**src/rtl/q15_pair_mul.sv**
```systemverilog
module q15_pair_mul #(
  parameter int LW = 16
) (
  input  logic            clk,
  input  logic            rst,
  input  logic            in_valid,
  input  logic [2*LW-1:0] op_a,
  input  logic [2*LW-1:0] op_b,
  input  logic            ovf_clr,
  output logic            out_valid,
  output logic [4*LW-1:0] result,
  output logic            ovf_flag
);
  localparam int PW = 2 * LW;
  localparam logic signed [PW-1:0] PMAX = PW'(1) <<< (PW - 2);
  localparam logic [LW-1:0] QMAX = {1'b0, {(LW-1){1'b1}}};

  logic signed [PW-1:0] prod [2];
  logic        [LW-1:0] lane [2];
  logic        [1:0]    sat;

  for (genvar i = 0; i < 2; i++) begin : g_lane
    assign prod[i] = PW'(signed'(op_a[i*LW +: LW])) * PW'(signed'(op_b[i*LW +: LW]));
    // only (-1)*(-1) reaches +2^(PW-2)
    assign sat[i]  = (prod[i] == PMAX);
    // bits [PW-1:LW] of (2p + half) == p[PW-2:LW-1] + p[LW-2]
    assign lane[i] = sat[i] ? QMAX : prod[i][PW-2:LW-1] + LW'(prod[i][LW-2]);
  end

  always_ff @(posedge clk) begin
    if (rst) begin
      out_valid <= 1'b0;
      result    <= '0;
      ovf_flag  <= 1'b0;
    end else begin
      out_valid <= in_valid;
      if (in_valid) result <= {{PW{lane[1][LW-1]}}, lane[1], lane[0]};
      if (ovf_clr) ovf_flag <= 1'b0;
      else if (in_valid && |sat) ovf_flag <= 1'b1;
    end
  end
endmodule


```
**config.mk**
```make
export PLATFORM = sky130hd
export DESIGN_NAME = q15_pair_mul
export DESIGN_NICKNAME = d
export VERILOG_FILES = /design/src/rtl/q15_pair_mul.sv
export SDC_FILE = /design/constraint.sdc
export NUM_CORES = 1
export LEC_CHECK = 0
export BUFFER_PORTS_ARGS = -buffer_cell sky130_fd_sc_hd__buf_2
export CORE_MARGIN = 2
export CORE_UTILIZATION = 50
export CTS_BUF_LIST = sky130_fd_sc_hd__clkbuf_8
export CTS_CLUSTER_DIAMETER = 30
export DETAILED_ROUTE_END_ITERATION = 12
export HOLD_SLACK_MARGIN = 0.06
export PLACE_DENSITY = 0.77
export SYNTH_ARGS = -nofsm -noshare
export SYNTH_HDL_FRONTEND = slang
export SYNTH_SLANG_ARGS = --single-unit
```
**constraint.sdc**
```tcl
create_clock -name clk -period 15.6 [get_ports clk]
set_input_delay 3.12 -clock clk [delete_from_list [all_inputs] [get_ports clk]]
set_output_delay 3.12 -clock clk [all_outputs]
set_load 0.02 [all_outputs]
```
==> impl_metrics.toml, run 1 <==
[run_status]
status = "finished clean"

[drt]
antenna_left = 0
post_drt_wl_per_cell_microns = 17.9
num_vias = 17648
route.detailed.drc = 0
drtPass1Iterations = 6
drt_iter0_drc = 1309
viasPerCell = 5.62
wirelength_mm = 56.1

[sta]
tightest_slew_ns = 1.19
period_minus_slack_ns = 11.15
finalCritPeriodShare_pct = 71.5
slew_violations = 0
final.setup.tns_ns = 0
max_slew_margin_pct = 20.4
setup_viol = 0
rsz0062_at_grt = "false"
fmax_mhz = 89.7
hold_slack_ns = 0.468
fin_skew_ns = 0
finalHoldViolations = 0

[placement]
portBuffers = 133
gp_congestion = 0.906
hpwlAfterDp_mm = 47.7
placed_cells = 3133

[layout]
insertedDiodeCount = 0
drive_gt1_share_pct = 7.20
nFillCells = 4072
syn_to_final_growth_pct = 3.68
final_cell_count_no_fill = 3141
final_common_cell = "fa_1"
nets = 3302
regArea_sq_um = 681
final_cell_mix = "fa_1, inv_1, and2_1, nand2_1, ha_1"
multi_input_comb_area_sq_um = 19600

[worst_setup_path]
reg2reg_slack_ns = 14.39
crit_path_frequent_cell = "fa_1"
reg2reg_from = "result[31]$_SDFFE_PP0P_"
crit_type = "input pin to flip-flop"
required_ns = 15.78
crit_arrival_ns = 11.34
crit_path_top_delay_cell = "or3_1"
cp-end-kind = "flip-flop"
path_max_fanout = 16
r2r_cells = 2
start_kind = "input pin"
timing.rr.end = "result[31]$_SDFFE_PP0P_"
cp_slowest_stage_delay_ns = 0.62

[synth]
synth_top_area_share_pct = 46.0
synth_seq_cells = 34
ys.flop_type = "dfxtp_1"
synth_edf_count = 0
synth_compound_area_share_pct = 9.57
muxShareOfSynthArea_pct = 0.412
synth_xor_area_share_pct = 2.60
synth_area_leaders = "fa_1, ha_1, inv_1, and2_1, nand2_1"
synthAdderAreaFrac_pct = 55.4
synthArstFlopShare_pct = 0
ys_types = 83
netlist_area_sq_um = 22800
yosys.area_share.simple_pct = 17.9
seq_area_frac_synth_pct = 2.99
yosysTopAreaCell = "fa_1"
synth_top_family_by_area = "adder cells"
syn_area_per_cell_sq_um = 8.98
synth_cells = 2537
synth_nets = 3299
yosys_warnings = 0

[floorplanning]
dieHeight_microns = 218
start_util_pct = 50.4
std_cell_rows = 78
io_pins = 134
die_area_sq_um = 47300
core_sq_um = 45200
die_w_microns = 218

[clock_tree]
cts_tree = "built"
post_cts_buffers = 0
cts.sinks = 34
cts_buffer_depth = 2
cts_hold_buffers = 0
clkLatencyLatePin_ns = 0.28
cts.clk_slew.worst_paths_ns = 0.06
ctsResizeCount = 0
htreeDepth = 2
cts_buffers = 5
clockRootBuffer = "clkbuf_8"

[flow_run]
cap_viol_max_count = 0

[min_path]
hold_depth = 2
hold_path_end = "ovf_flag$_SDFFE_PP0P_"
hold_start = "ovf_flag$_SDFFE_PP0P_"
hold_class = "flip-flop to flip-flop"

[grt]
use_met3_pct = 3.81
grt_antenna_before_repair = 0
gr-total-overflow = 0
busiest_layer = "met2"
met2_usage_pct = 41.6
grt_start_max_net_pins = 67
grt_pass1_wl_mm = 95.6
grt_use_total_pct = 25.0
grt.met1_usage_pct = 34.2
grt_pass1_vias = 18727
==> cells by family (layout without fill, tap and decap cells) <==
family / Yosys count / count (layout)
muxes: 9 / 9
DFF: 34 / 34
and+or+nand+nor: 806 / 806
adders and majority gates: 694 / 694
xor gates and xnor gates: 66 / 66
buffers and inverters: 636 / 640
AOI/OAI and AO/OA: 292 / 292
==> worst max-delay path by stage <==
stage / start / to / slack [ns] / cells after the start
after global placement: op_a[10] / result[1]$_SDFFE_PP0P_ / 4.45 / 31
after detailed placement: op_a[7] / result[7]$_SDFFE_PP0P_ / 4.25 / 30
final: op_a[11] / result[12]$_SDFFE_PP0P_ / 4.45 / 29
after global routing: op_a[10] / result[12]$_SDFFE_PP0P_ / 3.83 / 31
after floorplan: op_a[10] / result[10]$_SDFFE_PP0P_ / 5.17 / 33
after CTS: op_a[7] / result[12]$_SDFFE_PP0P_ / 4.48 / 30
==> per-layer routing <==
metal,wire [microns],up-vias
met5,0,-
met4,1730,0
met3,4350,134
met2,26900,724
met1,23100,8926
li1,-,7864
==> cell usage after synthesis, drive strengths merged, types with 24 or more instances <==
| library cell | count |
|---|---|
| inv | 499 |
| nand2 | 272 |
| fa | 524 |
| ha | 170 |
| a21oi | 63 |
| xnor2 | 42 |
| nor2 | 113 |
| and2 | 273 |
| buf | 48 |
| dfxtp | 34 |
| o21ai | 57 |
| nor3 | 24 |
| a311oi | 30 |
| clkbuf | 89 |
==> stage by stage <==
| step | utilization (%) | worst slack, ns | instance area (sq um) |
|---|---|---|---|
| 2_1_floorplan | - | 5.17 | 22800 |
| 3_3_place_gp | 52.1 | 4.45 | 23500 |
| 3_5_place_dp | 52.1 | 4.25 | 23500 |
| 4_1_cts | 52.3 | 4.48 | 23600 |
| 5_1_grt | 52.3 | 3.83 | 23600 |
| 6_report | 52.3 | 4.45 | 23600 |
==> registers in the layout, summed over array words and instances (netlist names) <==
signal     cells
ovf_flag       1
out_valid      1
result        32
==> critical path, delay by kind of cell <==
family                   cells  cell delay [ns]
AO/OA/AOI/OAI                5             1.60
adder cells (fa/ha/maj)      8             3.64
buffers and inverters        5             0.55
AND/OR/NAND/NOR             10             2.25
XOR/XNOR                     1             0.17
==> area by class of cell <==
type / instances / share of cell area [%]
timing repair buffer: 133 / 2.82
clock inverter: 2 / 0.0371
inverter: 499 / 7.93
tap: 600 / 3.18
sequential: 34 / 2.88
multi-input combinational: 1867 / 82.8
clock buffer: 6 / 0.349
Power of run 1 is left out: the tool's default activity adds up to more than one toggle a clock period on the data nets, which glitch-free logic cannot reach.
==> run 2, diff against run 1 <==
==> constraint.sdc (replaced) <==
create_clock -name clk -period 11.7 [get_ports clk]
set_input_delay 2.34 -clock clk [delete_from_list [all_inputs] [get_ports clk]]
set_output_delay 2.34 -clock clk [all_outputs]
set_load 0.02 [all_outputs]
==> impl_metrics.toml, run 2 (synthesized netlist as in run 1, its figures left out) <==
[run_status]
status = "finished clean"

[flow_run]
cap_viol_max_count = 0

[drt]
wirelength_mm = 55.7
route.detailed.drc = 0
drtPass1Iterations = 6
antenna_left = 0
num_vias = 17436
drt_iter0_drc = 1198
viasPerCell = 5.55
post_drt_wl_per_cell_microns = 17.7

[grt]
grt_pass1_vias = 18476
grt_use_total_pct = 24.9
gr-total-overflow = 0
grt_start_max_net_pins = 67
grt_antenna_before_repair = 0
grt_pass1_wl_mm = 94.8

[floorplanning]
std_cell_rows = 78
io_pins = 134
start_util_pct = 50.4
die_w_microns = 218
core_sq_um = 45200
die_area_sq_um = 47300
dieHeight_microns = 218

[clock_tree]
htreeDepth = 2
clkLatencyLatePin_ns = 0.27
cts.sinks = 34
post_cts_buffers = 0
cts_buffer_depth = 2
cts.clk_slew.worst_paths_ns = 0.07
clockRootBuffer = "clkbuf_8"
cts_hold_buffers = 0
cts_buffers = 5
cts_tree = "built"
ctsResizeCount = 0

[worst_setup_path]
crit_type = "input pin to flip-flop"
cp-end-kind = "flip-flop"
required_ns = 11.88
crit_arrival_ns = 10.63
reg2reg_from = "result[31]$_SDFFE_PP0P_"
start_kind = "input pin"
crit_path_start = "op_a[10]"
crit_path_top_delay_cell = "or3_1"
path_max_fanout = 16
cp_slowest_stage_delay_ns = 0.60

[layout]
drive_gt1_share_pct = 7.24
largest_register_ffs = 32
reg_top3 = "result: 32 flops, out_valid: 1 flops, ovf_flag: 1 flops"
nFillCells = 4068
final_cell_count_no_fill = 3141
final_cell_mix = "fa_1, inv_1, and2_1, nand2_1, ha_1"
nets = 3302
top_register = "result"
final_common_cell = "fa_1"
syn_to_final_growth_pct = 3.76
insertedDiodeCount = 0

[sta]
finalCritPeriodShare_pct = 89.3
finalHoldViolations = 0
fmax_mhz = 95.7
setup_viol = 0
tightest_slew_ns = 1.15
period_minus_slack_ns = 10.45
max_slew_margin_pct = 23.4
slew_violations = 0
fin_skew_ns = 0
final.setup.tns_ns = 0
rsz0062_at_grt = "false"

[min_path]
hold_start = "ovf_flag$_SDFFE_PP0P_"
hold_class = "flip-flop to flip-flop"

[placement]
portBuffers = 133
gp_congestion = 0.908
hpwlAfterDp_mm = 47.3
placed_cells = 3133
==> run 2: cell count changes in the layout (fill, tap and decap cells not counted) <==
cell | before | now
clkbuf_8 | 6 | 8
clkinv_2 | 1 | 0
inv_1 | 499 | 498
==> run 2: final cells by class <==
class,instances,area (sq um),share of cell area (%)
clock buffer,8,110,0.466
inverter,499,1870,7.92
multi-input combinational,1867,19600,82.7
sequential,34,681,2.88
tap,600,751,3.17
timing repair buffer,133,666,2.81
==> run 2: per-stage QoR <==
stage	hold slack, ns	utilization, %	setup slack (ns)	cell area, sq um
after floorplan	0.522	-	2.05	22800
after global placement	0.437	52.1	1.34	23500
after detailed placement	0.449	52.1	1.06	23500
after CTS	0.459	52.3	1.27	23600
after global routing	0.496	52.3	0.756	23600
final	0.453	52.3	1.25	23600
==> run 2: path summary, 6_finish.rpt <==
check,endpoint,slack (ns),cells past startpoint
setup / recovery,result[7]$_SDFFE_PP0P_,1.25,31
hold / removal,ovf_flag$_SDFFE_PP0P_,0.45,2
setup reg to reg,result[31]$_SDFFE_PP0P_,10.46,2
hold reg to reg,ovf_flag$_SDFFE_PP0P_,0.45,2
==> run 2: routing by layer <==
layer,global-route usage (%),up-vias,wire length [microns]
li1,-,7870,-
met1,34.5,8832,23200
met2,41.2,631,26800
met3,3.68,103,3980
met4,6.16,0,1590
met5,0,-,0
==> run 2: worst max-delay path: cells and delay by family <==
kind / cells / cell delay, ns
buffers and inverters: 7 / 0.63
AOI/OAI and AO/OA: 5 / 1.61
and+or+nand+nor: 10 / 2.24
adders and majority gates: 8 / 3.62
xor gates and xnor gates: 1 / 0.18
Power of run 2 is left out for the same reason.
==> run 3, diff against run 2 <==
==> config.mk (replaced) <==
export PLATFORM = sky130hd
export DESIGN_NAME = q15_pair_mul
export DESIGN_NICKNAME = d
export VERILOG_FILES = /design/src/rtl/q15_pair_mul.sv
export SDC_FILE = /design/constraint.sdc
export NUM_CORES = 1
export LEC_CHECK = 0
export CORE_MARGIN = 2
export CORE_UTILIZATION = 50
export CTS_BUF_LIST = sky130_fd_sc_hd__clkbuf_8
export CTS_CLUSTER_DIAMETER = 30
export DETAILED_ROUTE_END_ITERATION = 12
export DONT_BUFFER_PORTS = 1
export HOLD_SLACK_MARGIN = 0.06
export PLACE_DENSITY = 0.74
export SYNTH_ARGS = -nofsm -noshare
export SYNTH_HDL_FRONTEND = slang
export SYNTH_SLANG_ARGS = --single-unit
==> impl_metrics.toml, run 3 (synthesized netlist as in run 1, its figures left out) <==
[drt]
post_drt_wl_per_cell_microns = 18.3
route.detailed.drc = 0
wirelength_mm = 55.0
antenna_left = 0
num_vias = 16919
drtPass1Iterations = 6
drt_iter0_drc = 1290
viasPerCell = 5.62

[clock_tree]
cts_hold_buffers = 0
cts.sinks = 34
clkLatencyLatePin_ns = 0.27
post_cts_buffers = 0
cts_buffers = 5
cts.clk_slew.worst_paths_ns = 0.08
ctsResizeCount = 0
clockRootBuffer = "clkbuf_8"
cts_tree = "built"
cts_buffer_depth = 2
htreeDepth = 2

[placement]
hpwlAfterDp_mm = 47.1
gp_congestion = 0.918
portBuffers = 0

[sta]
rsz0062_at_grt = "false"
max_slew_margin_pct = 42.4
finalHoldViolations = 0
fmax_mhz = 100
fin_skew_ns = 0
slew_violations = 0
final.setup.tns_ns = 0
period_minus_slack_ns = 9.98
tightest_slew_ns = 0.858
finalCritPeriodShare_pct = 85.3
setup_viol = 0

[floorplanning]
std_cell_rows = 78
io_pins = 134
die_area_sq_um = 47300
start_util_pct = 50.4
dieHeight_microns = 218
die_w_microns = 218
core_sq_um = 45200

[grt]
grt_pass1_vias = 18301
grt_start_max_net_pins = 67
grt_pass1_wl_mm = 93.9
gr-total-overflow = 0
grt_antenna_before_repair = 0
grt_use_total_pct = 24.6

[worst_setup_path]
required_ns = 11.89
crit_path_frequent_cell = "fa_1"
crit_path_top_delay_cell = "or3_1"
path_max_fanout = 16
crit_arrival_ns = 10.17
start_kind = "input pin"
cp_slowest_stage_delay_ns = 0.60
cp-end-kind = "flip-flop"
crit_type = "input pin to flip-flop"

[layout]
reg_top3 = "result: 32 flops, out_valid: 1 flops, ovf_flag: 1 flops"
syn_to_final_growth_pct = 0.922
drive_gt1_share_pct = 2.20
nets = 3170
final_cell_mix = "fa_1, inv_1, and2_1, nand2_1, ha_1"
largest_register_ffs = 32
top_register = "result"
final_common_cell = "fa_1"

[run_status]
status = "finished clean"

[flow_run]
cap_viol_max_count = 0

[min_path]
hold_class = "flip-flop to flip-flop"
run 3: critical path, delay by kind of cell:
kind            cells  cell delay (ns)
compound gates      5             1.50
fa+ha+maj           8             3.60
xor+xnor            1             0.18
buf+inv             5             0.31
simple gates       10             2.22
run 3: area by class of cell:
type | count | area, sq um
multi-input combinational | 1867 | 19600
antenna | 1 | 2.50
sequential | 34 | 684
clock buffer | 6 | 82.6
timing repair buffer | 1 | 27.5
clock inverter | 2 | 12.5
tap | 600 | 751
inverter | 499 | 1870
fill | 4146 | 22200
run 3: path summary, 6_finish.rpt:
| path | from | to | slack (ns) | depth (start not counted) |
|---|---|---|---|---|
| worst max-delay path | op_a[6] | result[10]$_SDFFE_PP0P_ | 1.72 | 29 |
| worst min-delay path | ovf_flag$_SDFFE_PP0P_ | ovf_flag$_SDFFE_PP0P_ | 0.55 | 2 |
| worst max register to register | result[31]$_SDFFE_PP0P_ | result[31]$_SDFFE_PP0P_ | 10.52 | 2 |
| worst min register to register | ovf_flag$_SDFFE_PP0P_ | ovf_flag$_SDFFE_PP0P_ | 0.55 | 2 |
run 3: metal layers:
layer | global-route usage [%] | wire length (microns)
met1 | 33.6 | 22800
met2 | 41.3 | 26800
met3 | 3.79 | 4040
met4 | 6.03 | 1420
met5 | 0 | 0
run 3: metrics by stage:
stage | util [%] | instance area [sq um] | setup slack, ns | hold WS [ns] | cells
finish | 50.9 | 23000 | 1.72 | 0.554 | 3010
global route | 50.9 | 23000 | 1.19 | 0.575 | 3009
floorplan | - | 22800 | 2.05 | 0.522 | 2537
CTS | 50.9 | 23000 | 1.72 | 0.553 | 3009
detailed placement | 50.7 | 22900 | 1.46 | 0.547 | 3001
global placement | 50.7 | 22900 | 1.62 | 0.539 | 3001
Power of run 3 is left out for the same reason.
